[src/rtl/pstrobe_pkg.sv]
package pstrobe_pkg;

  // Phase of the capture sequencer. LEAD/ACT0/ACT1/TAIL form one strobe cycle.
  typedef enum logic [2:0] {
    PH_IDLE = 3'd0,
    PH_WAIT = 3'd1,
    PH_LEAD = 3'd2,
    PH_ACT0 = 3'd3,
    PH_ACT1 = 3'd4,
    PH_TAIL = 3'd5
  } ph_e;

  // True when the buffer will still have a free entry after this clock's traffic.
  function automatic logic f_room(int occ, logic wr, logic rd, int depth);
    int nxt;
    nxt = occ + (wr ? 1 : 0) - (rd ? 1 : 0);
    return nxt < depth;
  endfunction

  function automatic logic f_in_cycle(ph_e ph);
    return (ph == PH_LEAD) || (ph == PH_ACT0) || (ph == PH_ACT1) || (ph == PH_TAIL);
  endfunction

  function automatic logic f_is_active(ph_e ph);
    return (ph == PH_ACT0) || (ph == PH_ACT1);
  endfunction

  // Control line level for a phase, polarity and rest level.
  function automatic logic f_line(ph_e ph, logic pol, logic idle_lvl);
    logic lvl;
    if (!f_in_cycle(ph))      lvl = idle_lvl;
    else if (f_is_active(ph)) lvl = pol;
    else                      lvl = ~pol;
    return lvl;
  endfunction

  // Phase whose closing edge latches the bus for the chosen sample point.
  function automatic logic f_sample(ph_e ph, logic ret_smp);
    return ret_smp ? (ph == PH_ACT1) : (ph == PH_TAIL);
  endfunction

endpackage

[src/rtl/pstrobe_seq.sv]
module pstrobe_seq
  import pstrobe_pkg::*;
#(
  parameter int LW = 8
) (
  input  logic          clk,
  input  logic          rst,
  input  logic          start,
  input  logic [LW-1:0] len,
  input  logic          ret_smp,
  input  logic          room,
  output ph_e           ph,
  output logic          wr_fire,
  output logic          done
);

  ph_e           ph_d;
  logic [LW-1:0] left_q, left_d;
  logic          accept;
  logic          launch;

  assign accept  = (ph == PH_IDLE) && start && (len != '0);
  assign wr_fire = f_sample(ph, ret_smp);

  always_comb begin
    ph_d   = ph;
    launch = 1'b0;
    case (ph)
      PH_IDLE: begin
        if (accept) begin
          if (room) begin
            ph_d   = PH_LEAD;
            launch = 1'b1;
          end else begin
            ph_d = PH_WAIT;
          end
        end
      end
      PH_WAIT: begin
        if (room) begin
          ph_d   = PH_LEAD;
          launch = 1'b1;
        end
      end
      PH_LEAD: ph_d = PH_ACT0;
      PH_ACT0: ph_d = PH_ACT1;
      PH_ACT1: ph_d = PH_TAIL;
      PH_TAIL: begin
        if (left_q == '0) begin
          ph_d = PH_IDLE;
        end else if (room) begin
          ph_d   = PH_LEAD;
          launch = 1'b1;
        end else begin
          ph_d = PH_WAIT;
        end
      end
      default: ph_d = PH_IDLE;
    endcase
  end

  // Cycles still to launch in this packet.
  always_comb begin
    left_d = left_q;
    if (accept)      left_d = len - {{(LW-1){1'b0}}, launch};
    else if (launch) left_d = left_q - {{(LW-1){1'b0}}, 1'b1};
  end

  always_ff @(posedge clk) begin
    if (rst) begin
      ph     <= PH_IDLE;
      left_q <= '0;
      done   <= 1'b0;
    end else begin
      ph     <= ph_d;
      left_q <= left_d;
      done   <= wr_fire && (left_q == '0);
    end
  end

endmodule

[src/rtl/pstrobe_dbuf.sv]
module pstrobe_dbuf #(
  parameter int DW    = 16,
  parameter int DEPTH = 2
) (
  input  logic                         clk,
  input  logic                         rst,
  input  logic                         wr_en,
  input  logic [DW-1:0]                wr_data,
  input  logic                         rd_en,
  output logic [DW-1:0]                rd_data,
  output logic                         rd_valid,
  output logic [$clog2(DEPTH+1)-1:0]   occ
);

  localparam int PW = (DEPTH > 1) ? $clog2(DEPTH) : 1;
  localparam int OW = $clog2(DEPTH + 1);

  logic [DW-1:0] slot [DEPTH];
  logic [PW-1:0] wptr, rptr;

  function automatic logic [PW-1:0] f_step(logic [PW-1:0] p);
    return (p == PW'(DEPTH - 1)) ? '0 : p + PW'(1);
  endfunction

  for (genvar i = 0; i < DEPTH; i++) begin : g_slot
    always_ff @(posedge clk) begin
      if (wr_en && (wptr == PW'(i))) slot[i] <= wr_data;
    end
  end

  always_ff @(posedge clk) begin
    if (rst) begin
      wptr <= '0;
      rptr <= '0;
      occ  <= '0;
    end else begin
      if (wr_en) wptr <= f_step(wptr);
      if (rd_en) rptr <= f_step(rptr);
      case ({wr_en, rd_en})
        2'b10:   occ <= occ + OW'(1);
        2'b01:   occ <= occ - OW'(1);
        default: occ <= occ;
      endcase
    end
  end

  assign rd_data  = slot[rptr];
  assign rd_valid = (occ != '0);

endmodule

[src/rtl/pstrobe_drv.sv]
module pstrobe_drv
  import pstrobe_pkg::*;
(
  input  ph_e  ph,
  input  logic pol,
  input  logic idle_lvl,
  output logic strb
);

  assign strb = f_line(ph, pol, idle_lvl);

endmodule

[src/rtl/pstrobe_rx.sv]
module pstrobe_rx
  import pstrobe_pkg::*;
#(
  parameter int DW    = 16,
  parameter int LW    = 8,
  parameter int DEPTH = 2
) (
  input  logic          clk,
  input  logic          rst,
  input  logic          start,
  input  logic [LW-1:0] cfg_len,
  input  logic          cfg_pol,
  input  logic          cfg_idle_lvl,
  input  logic          cfg_ret_smp,
  input  logic [DW-1:0] bus_in,
  output logic          strb_out,
  output logic [DW-1:0] rd_data,
  output logic          rd_valid,
  input  logic          rd_ready,
  output logic          done
);

  localparam int OW = $clog2(DEPTH + 1);

  ph_e           ph;
  logic          wr_fire;
  logic          rd_fire;
  logic          room;
  logic [OW-1:0] occ;

  assign rd_fire = rd_valid && rd_ready;
  assign room    = f_room(int'(occ), wr_fire, rd_fire, DEPTH);

  pstrobe_seq #(.LW(LW)) u_seq (
    .clk     (clk),
    .rst     (rst),
    .start   (start),
    .len     (cfg_len),
    .ret_smp (cfg_ret_smp),
    .room    (room),
    .ph      (ph),
    .wr_fire (wr_fire),
    .done    (done)
  );

  pstrobe_dbuf #(.DW(DW), .DEPTH(DEPTH)) u_dbuf (
    .clk      (clk),
    .rst      (rst),
    .wr_en    (wr_fire),
    .wr_data  (bus_in),
    .rd_en    (rd_fire),
    .rd_data  (rd_data),
    .rd_valid (rd_valid),
    .occ      (occ)
  );

  pstrobe_drv u_drv (
    .ph       (ph),
    .pol      (cfg_pol),
    .idle_lvl (cfg_idle_lvl),
    .strb     (strb_out)
  );

endmodule

[config.mk]
export PLATFORM = sky130hd
export DESIGN_NAME = pstrobe_rx
export DESIGN_NICKNAME = d
export VERILOG_FILES = /design/src/rtl/pstrobe_pkg.sv /design/src/rtl/pstrobe_seq.sv /design/src/rtl/pstrobe_dbuf.sv /design/src/rtl/pstrobe_drv.sv /design/src/rtl/pstrobe_rx.sv
export SDC_FILE = /design/constraint.sdc
export NUM_CORES = 1
export LEC_CHECK = 0
export ABC_AREA = 1
export BUFFER_PORTS_ARGS = -buffer_cell sky130_fd_sc_hd__buf_2
export CORE_MARGIN = 2
export CORE_UTILIZATION = 45
export CTS_CLUSTER_DIAMETER = 60
export CTS_CLUSTER_SIZE = 40
export DETAILED_ROUTE_END_ITERATION = 12
export PLACE_DENSITY = 0.77
export SYNTH_ARGS = -nofsm -noshare
export SYNTH_HDL_FRONTEND = slang
export SYNTH_HIERARCHICAL = 1
export SYNTH_SLANG_ARGS = --single-unit
export TNS_END_PERCENT = 30
[constraint.sdc]
create_clock -name clk -period 2.85 [get_ports clk]
set_input_delay 0.285 -clock clk [delete_from_list [all_inputs] [get_ports clk]]
set_output_delay 0.285 -clock clk [all_outputs]
set_load 0.01 [all_outputs]
==> results of run 1 <==
[sequential cells by signal, summed over array words and instances, names as in the netlist, named ones only]
| name | count |
|---|---|
| u_seq/left_q | 8 |
| u_seq/ph | 3 |
| u_dbuf/slot | 32 |
| u_dbuf/wptr | 1 |
| u_dbuf/occ | 2 |
| u_dbuf/rptr | 1 |
| u_seq/done | 1 |
[stage by stage]
| stage | util (%) | setup TNS (ps) | total power, mW |
|---|---|---|---|
| finish | 56.99 | 0 | 2.691 |
| global placement | 53.38 | 0 | 2.139 |
| detailed placement | 53.38 | -38.92 | 2.166 |
| CTS | 55.22 | 0 | 2.597 |
| floorplan | - | 0 | 1.899 |
| global route | 56.99 | -527.2 | 2.933 |
[cell type report]
class | count | area share [%]
inverters | 43 | 4.841
clock inverters | 2 | 0.4503
flip-flops and latches | 49 | 39.21
clock buffers | 6 | 2.176
well taps | 75 | 2.814
repair buffers | 68 | 11.74
multi-input cells | 197 | 38.76
[power by group through the flow]
stage | clock network [mW] | registers [mW] | logic (mW)
2_1_floorplan | 0 | 0.963 | 0.936
3_3_place_gp | 0 | 0.958 | 1.18
3_5_place_dp | 0 | 0.962 | 1.20
6_report | 0.394 | 0.953 | 1.34
5_1_grt | 0.448 | 0.967 | 1.52
4_1_cts | 0.411 | 0.945 | 1.24
[cells in the mapped netlist, types with 2 or more instances]
cell type  number
xnor2_1         5
nand2_1        66
nor2_4          3
xor2_1          3
buf_6           3
nand3_1        12
a21oi_1         4
inv_1          41
edfxtp_1       32
nor3_1          2
o21ai_2         2
o21bai_1        3
mux2_4         10
o21ai_0         8
nor2_2          8
nand4_1         5
nor2_1         41
nand2_2         3
dfxtp_1        17
ha_1            6
inv_2           2
mux2_2          6
[final timing paths]
| path | startpoint | to | slack (ps) | cells after the start |
|---|---|---|---|---|
| worst max-delay path | u_dbuf/occ[1]$_SDFFE_PP0P_ | u_seq/left_q[2]$_SDFFE_PP0P_ | 20 | 19 |
| worst min-delay path | bus_in[8] | u_dbuf/slot[1][8]$_DFFE_PP_ | 170 | 1 |
| worst max register to register | u_dbuf/occ[1]$_SDFFE_PP0P_ | u_seq/left_q[2]$_SDFFE_PP0P_ | 20 | 19 |
| worst min register to register | u_seq/left_q[1]$_SDFFE_PP0P_ | u_seq/left_q[1]$_SDFFE_PP0P_ | 490 | 2 |
[what timing repair did]
| action | CTS | global route |
|---|---|---|
| setup buffers | 1 | 1 |
| hold buffers | 0 | 0 |
| hold endpoints to repair | 0 | 0 |
| endpoints found under the setup margin | 4 | 8 |
| pin swaps | 0 | 7 |
| resized for setup | 4 | 27 |
[critical path, stage by stage (launching register included)]
cell and delay (ps):
dfxtp_2 330, or2_4 250, nand2_4 70, nor2_2 50, buf_6 120, fa_2 360, xnor2_2 150, nand2_2 70
nand2_2 60, inv_2 100, nor2_4 50, a21oi_2 160, nand2_2 120, ha_4 180, ha_4 160, xor2_1 140
o21ai_0 160, nand2_1 70, nand2_1 90, nor2_2 30
[layer usage]
| metal | routed length, µm | share of wire, % |
|---|---|---|
| met1 | 2210 | 44 |
| met2 | 2529 | 50 |
| met3 | 265 | 5.2 |
| met4 | 74 | 1.5 |
| met5 | 0 | 0 |
[cell families (layout without fill, tap and decap cells)]
logic type	after synthesis	in the layout	share of synthesized area, %
buf+inv	47	119	7.978
fa+ha+maj	7	7	3.525
xor+xnor	8	8	2.598
simple gates	143	143	23.38
mux	16	16	8.070
flops	49	49	48.24
compound gates	23	23	6.216
==> impl_metrics.json, run 1 <==
{
  "synth_top_area_share_pct": 35.62,
  "die_w_um": 81.43,
  "stdcell_area_um2": 3334,
  "diodes": 0,
  "fp.dieH_um": 81.43,
  "cts_sinks": 49,
  "area_growth_syn_to_layout_pct": 23.61,
  "ys_seq_area_share_pct": 48.24,
  "synth_cell_types": 33,
  "cts_tree": "yes",
  "drtPass1Iterations": 4,
  "syn-cell-area_um2": 2698,
  "drv_cap": 0,
  "p_sw_share_pct": 39.98,
  "cts_buffers": 5,
  "h-tree-depth": 2,
  "coreArea_um2": 5851,
  "synth_area_leaders": "edfxtp_1, dfxtp_1, nand2_1, inv_1, nor2_1",
  "fin_worst_skew_ps": 4.592,
  "dp_hpwl_mm": 3.608,
  "power_per_cell_area_nw_per_um2": 807.0,
  "min_period_ps": 2826,
  "combPwrFrac_pct": 49.9,
  "routed_wl_mm": 5.080,
  "gr-total-overflow": 0,
  "io_pins": 50,
  "final_cells": 440,
  "synth_flop_cell": "edfxtp_1",
  "drive_above_1_share_pct": 38.08,
  "hp-class": "in -> reg",
  "cp.arrival_ps": 3020,
  "p_int_mw": 1.615,
  "synth_area_leader_cell": "edfxtp_1",
  "drcViolationCount": 0,
  "worst_slack_ps": 23.63,
  "ir_drop_mv": 0.4237,
  "grt_max_degree": 18,
  "critPathCaptureType": "flip-flop",
  "antenna_found_initial": 0,
  "viasPerCell": 4.811,
  "path_max_fanout": 4,
  "synth_area_per_cell_um2": 9.207,
  "timing.fmax_mhz": 353.8,
  "dieArea_um2": 6630,
  "grt.met1_usage_pct": 19.29,
  "worstSetupPathType": "reg -> reg",
  "slew_viol_final": 0,
  "path_clk_slew_ps": 90,
  "setup_viol": 0,
  "status": "finished clean",
  "final_common_cell": "nand2_1",
  "grt_use_met2_pct": 27.38,
  "worstPathRequired_ps": 3050,
  "rows": 28,
  "synthArstFlopShare_pct": 0,
  "synth-edff-count": 32,
  "nets": 402,
  "worst_pin_slew_ps": 666.5,
  "dp_worst_setup_slack_ps": -21.79,
  "start_kind": "flip-flop",
  "yosysWarnings": 6,
  "gp_congestion": 0.8634,
  "fin_hold_ws_ps": 173.3,
  "synthCells": 293,
  "layout_common_cells": "nand2_1, buf_2, nor2_1",
  "dpl_cell_area_um2": 3123,
  "insertion_delay_ps": 290,
  "clock-root-buffer": "clkbuf_8",
  "via_count": 2117,
  "grt_pass1_wl_mm": 8.107,
  "period_share_pct": 99.17,
  "multi_input_area_um2": 1292,
  "rsz0062_at_grt": "true",
  "globalRouteMet3Util_pct": 3.187,
  "io_buffer_count": 49,
  "p_sw_mw": 1.076,
  "p_leak_nw": 1.507,
  "grtUsageTotal_pct": 15.79,
  "clock_tree.buffer_depth": 2,
  "hold_viol": 0,
  "dr.first_iter.drc_count": 71,
  "routedWlPerCell_um": 11.55,
  "fillers": 499,
  "start_util_pct": 46.11,
  "dpl.cell_count": 430,
  "regArea_um2": 1308,
  "max_slew_margin_pct": 55.52,
  "ant_nets": 0,
  "synth_seq_cells": 49,
  "seq_power_share_pct": 35.4,
  "grt_pass1_vias": 1947,
  "power.share.clock_pct": 14.6,
  "syn_nets": 331,
  "grt_busiest_layer": "met2"
}
No activity file was read; power rests on OpenSTA's default activity.
==> run 2, diff against run 1 <==
--- a/config.mk
+++ b/config.mk
@@ -12,9 +12,8 @@
 export CTS_CLUSTER_DIAMETER = 60
 export CTS_CLUSTER_SIZE = 40
 export DETAILED_ROUTE_END_ITERATION = 12
-export PLACE_DENSITY = 0.77
+export PLACE_DENSITY = 0.78
 export SYNTH_ARGS = -nofsm -noshare
 export SYNTH_HDL_FRONTEND = slang
-export SYNTH_HIERARCHICAL = 1
 export SYNTH_SLANG_ARGS = --single-unit
 export TNS_END_PERCENT = 30
==> run 2 against run 1 <==
The run now ends with setup timing left; clock skew about the same; global-route usage up 2.8 points; wire length up 9.5%; total power down 4.6%; fmax down 6.5%; non-clock buffer count up 10.
==> impl_metrics.json, run 2 <==
{
  "status": "complete, but fails checks",
  "violations": "setup timing",
  "grtUsageTotal_pct": 18.61,
  "grt_max_degree": 18,
  "stdcell_area_um2": 3311,
  "slowest_stage": "fa_1",
  "synth_area_per_cell_um2": 9.326,
  "max_slew_margin_pct": 54.31,
  "synth_area_leader_cell": "edfxtp_1",
  "fp.dieH_um": 78.95,
  "period_share_pct": 106.0,
  "synthArstFlopShare_pct": 0,
  "area_growth_syn_to_layout_pct": 30.99,
  "ys_seq_area_share_pct": 51.49,
  "largest_reg_flops": 32,
  "regArea_um2": 1310,
  "yosysWarnings": 0,
  "fillers": 464,
  "layout_common_cells": "nand2_1, buf_2, edfxtp_1",
  "rsz0062_at_grt": "true",
  "hold_buffers": 0,
  "cts_buffers": 5,
  "cts_tree": "yes",
  "dpl_cell_area_um2": 2995,
  "io_buffer_count": 49,
  "p_leak_nw": 1.455,
  "reg2reg_slack_ps": -170,
  "start_kind": "flip-flop",
  "drtPass1Iterations": 4,
  "synth_flop_cell": "edfxtp_1",
  "multi_input_area_um2": 1214,
  "path_cells": "nor2_4, nand2_2, nand2_2, o21ai_4, buf_4, ha_4, fa_1, nand3_2, nand2_2, o21ai_2, a21oi_2, ha_2, nand3_4, nor2_4, nand4_1, nand3_1, nand2_1, nor2_2, nor2_2",
  "rows": 27,
  "globalRouteMet3Util_pct": 2.727,
  "hp-class": "in -> reg",
  "ir_drop_mv": 0.5262,
  "io_pins": 50,
  "synth_seq_cells": 49,
  "yosysMostFrequentCell": "nand2_1",
  "diodes": 0,
  "power_per_cell_area_nw_per_um2": 775.5,
  "synthCells": 271,
  "syn-cell-area_um2": 2527,
  "grt_busiest_layer": "met2",
  "slew_viol_final": 0,
  "cp.arrival_ps": 3240,
  "dp_hpwl_mm": 3.797,
  "dr.first_iter.drc_count": 72,
  "nets": 392,
  "slowest_delay_ps": 560,
  "clock-root-buffer": "clkbuf_8",
  "insertion_delay_ps": 310,
  "h-tree-depth": 2,
  "path_clk_slew_ps": 90,
  "synth_cell_types": 28,
  "grt_pass1_wl_mm": 8.956,
  "drcViolationCount": 0,
  "gr-total-overflow": 0,
  "worst_slack_ps": -172.2,
  "routedWlPerCell_um": 13.12,
  "antenna_found_initial": 0,
  "path_max_fanout": 4,
  "hold_viol": 0,
  "timing.fmax_mhz": 330.9,
  "synth_top_area_share_pct": 38.02,
  "synth_area_leaders": "edfxtp_1, dfxtp_1, nand2_1, mux2_2, nor2_1",
  "start_util_pct": 46.18,
  "die_w_um": 78.95,
  "critPathCaptureType": "flip-flop",
  "setup_viol": 7,
  "ant_nets": 0,
  "worst_pin_slew_ps": 684.4,
  "fin_worst_skew_ps": 5.034,
  "dieArea_um2": 6232,
  "worstPathRequired_ps": 3070,
  "routed_wl_mm": 5.562,
  "cts_sinks": 49,
  "grt.met1_usage_pct": 20.75,
  "via_count": 2080,
  "setup_tns_ps": -940.0,
  "worstSetupPathType": "reg -> reg",
  "fin_util_pct": 60.49,
  "grt_pass1_vias": 2074,
  "ys_top_cells_by_count": "nand2_1, edfxtp_1, nor2_1",
  "clock_tree.buffer_depth": 2,
  "syn_nets": 312,
  "coreArea_um2": 5473,
  "reg.largest.list": "u_dbuf.slot (32), u_seq.left_q (8), u_seq.ph (3)",
  "cp_common_cell": "nand2_2",
  "regMostFlops": "u_dbuf.slot",
  "drive_above_1_share_pct": 43.18,
  "synth-edff-count": 32,
  "gp_congestion": 0.8903,
  "drv_cap": 0,
  "finalPower_mw": 2.568,
  "viasPerCell": 4.906,
  "final_common_cell": "nand2_1",
  "min_period_ps": 3022,
  "grt_use_met2_pct": 35.21
}
[run 2: cell types whose count changed in the layout (fill, tap and decap cells not counted), sizes merged, moves of 3 or more]
cell / delta
nor2: -15
buf: +10
nand2: -8
inv: -7
a21oi: +6
o21ai: +5
xnor2: -4
xor2: +4
ha: +3
[run 2: worst max-delay path, delay by kind of cell (launching register included)]
kind	cells	cell delay, ps
AOI/OAI and AO/OA	3	290
DFF	1	380
and+or+nand+nor	12	1160
buffers and inverters	1	150
adders and majority gates	3	940
[run 2: power breakdown]
| group | leakage [nW] | switching [mW] | total [mW] | internal, mW |
|---|---|---|---|---|
| clock network | 0.0423 | 0.247 | 0.425 | 0.178 |
| registers | 0.436 | 0.0879 | 0.945 | 0.857 |
| logic | 0.977 | 0.697 | 1.20 | 0.500 |
| total | 1.46 | 1.03 | 2.57 | 1.54 |
[run 2: area by class of cell]
cell class | count | share of cell area [%]
clock buffers | 5 | 2.079
clock inverters | 3 | 0.7936
inverters | 35 | 4.195
multi-input cells | 182 | 36.66
flip-flops and latches | 49 | 39.57
well taps | 72 | 2.721
repair buffers | 78 | 13.98
[run 2: worst paths after layout]
path | startpoint | to | cells past startpoint
worst max-delay path | u_seq.ph[0]$_SDFFE_PP0P_ | u_seq.left_q[7]$_SDFFE_PP0P_ | 19
worst min-delay path | bus_in[11] | u_dbuf.slot[0][11]$_DFFE_PP_ | 1
worst min register to register | u_dbuf.rptr$_SDFFE_PP0P_ | flip-flop | 1
worst max register to register | u_seq.ph[0]$_SDFFE_PP0P_ | u_seq.left_q[7]$_SDFFE_PP0P_ | 19
[run 2: kinds of logic after synthesis]
kind of cell / count (synthesis) / synth area share (%)
simple gates: 119 / 20.45
flops: 49 / 51.49
buf+inv: 40 / 6.336
compound gates: 29 / 6.585
mux: 16 / 7.129
fa+ha+maj: 10 / 5.248
xor+xnor: 8 / 2.772
[run 2: stage by stage]
| stage | worst slack (ps) | cells | hold slack (ps) |
|---|---|---|---|
| 6_report | -172.2 | 424 | 160.0 |
| 5_1_grt | -325.1 | 424 | 152.9 |
| 4_1_cts | -105.2 | 421 | 152.6 |
| 3_5_place_dp | -141.9 | 400 | 452.9 |
| 3_3_place_gp | -24.52 | 400 | 436.3 |
| 2_1_floorplan | 2.573 | 271 | 346.7 |
[run 2: per-layer routing]
| layer | vias to the layer above | part of all wire [%] |
|---|---|---|
| met4 | 0 | 2.6 |
| met2 | 65 | 53 |
| met3 | 11 | 4.8 |
| met5 | - | 0 |
| met1 | 959 | 40 |
| li1 | 1045 | - |
[run 2: what timing repair did]
action,in CTS,in global routing
buffers inserted,13,3
pin swaps,12,9
gates resized for setup,17,11
setup endpoints to repair,7,9
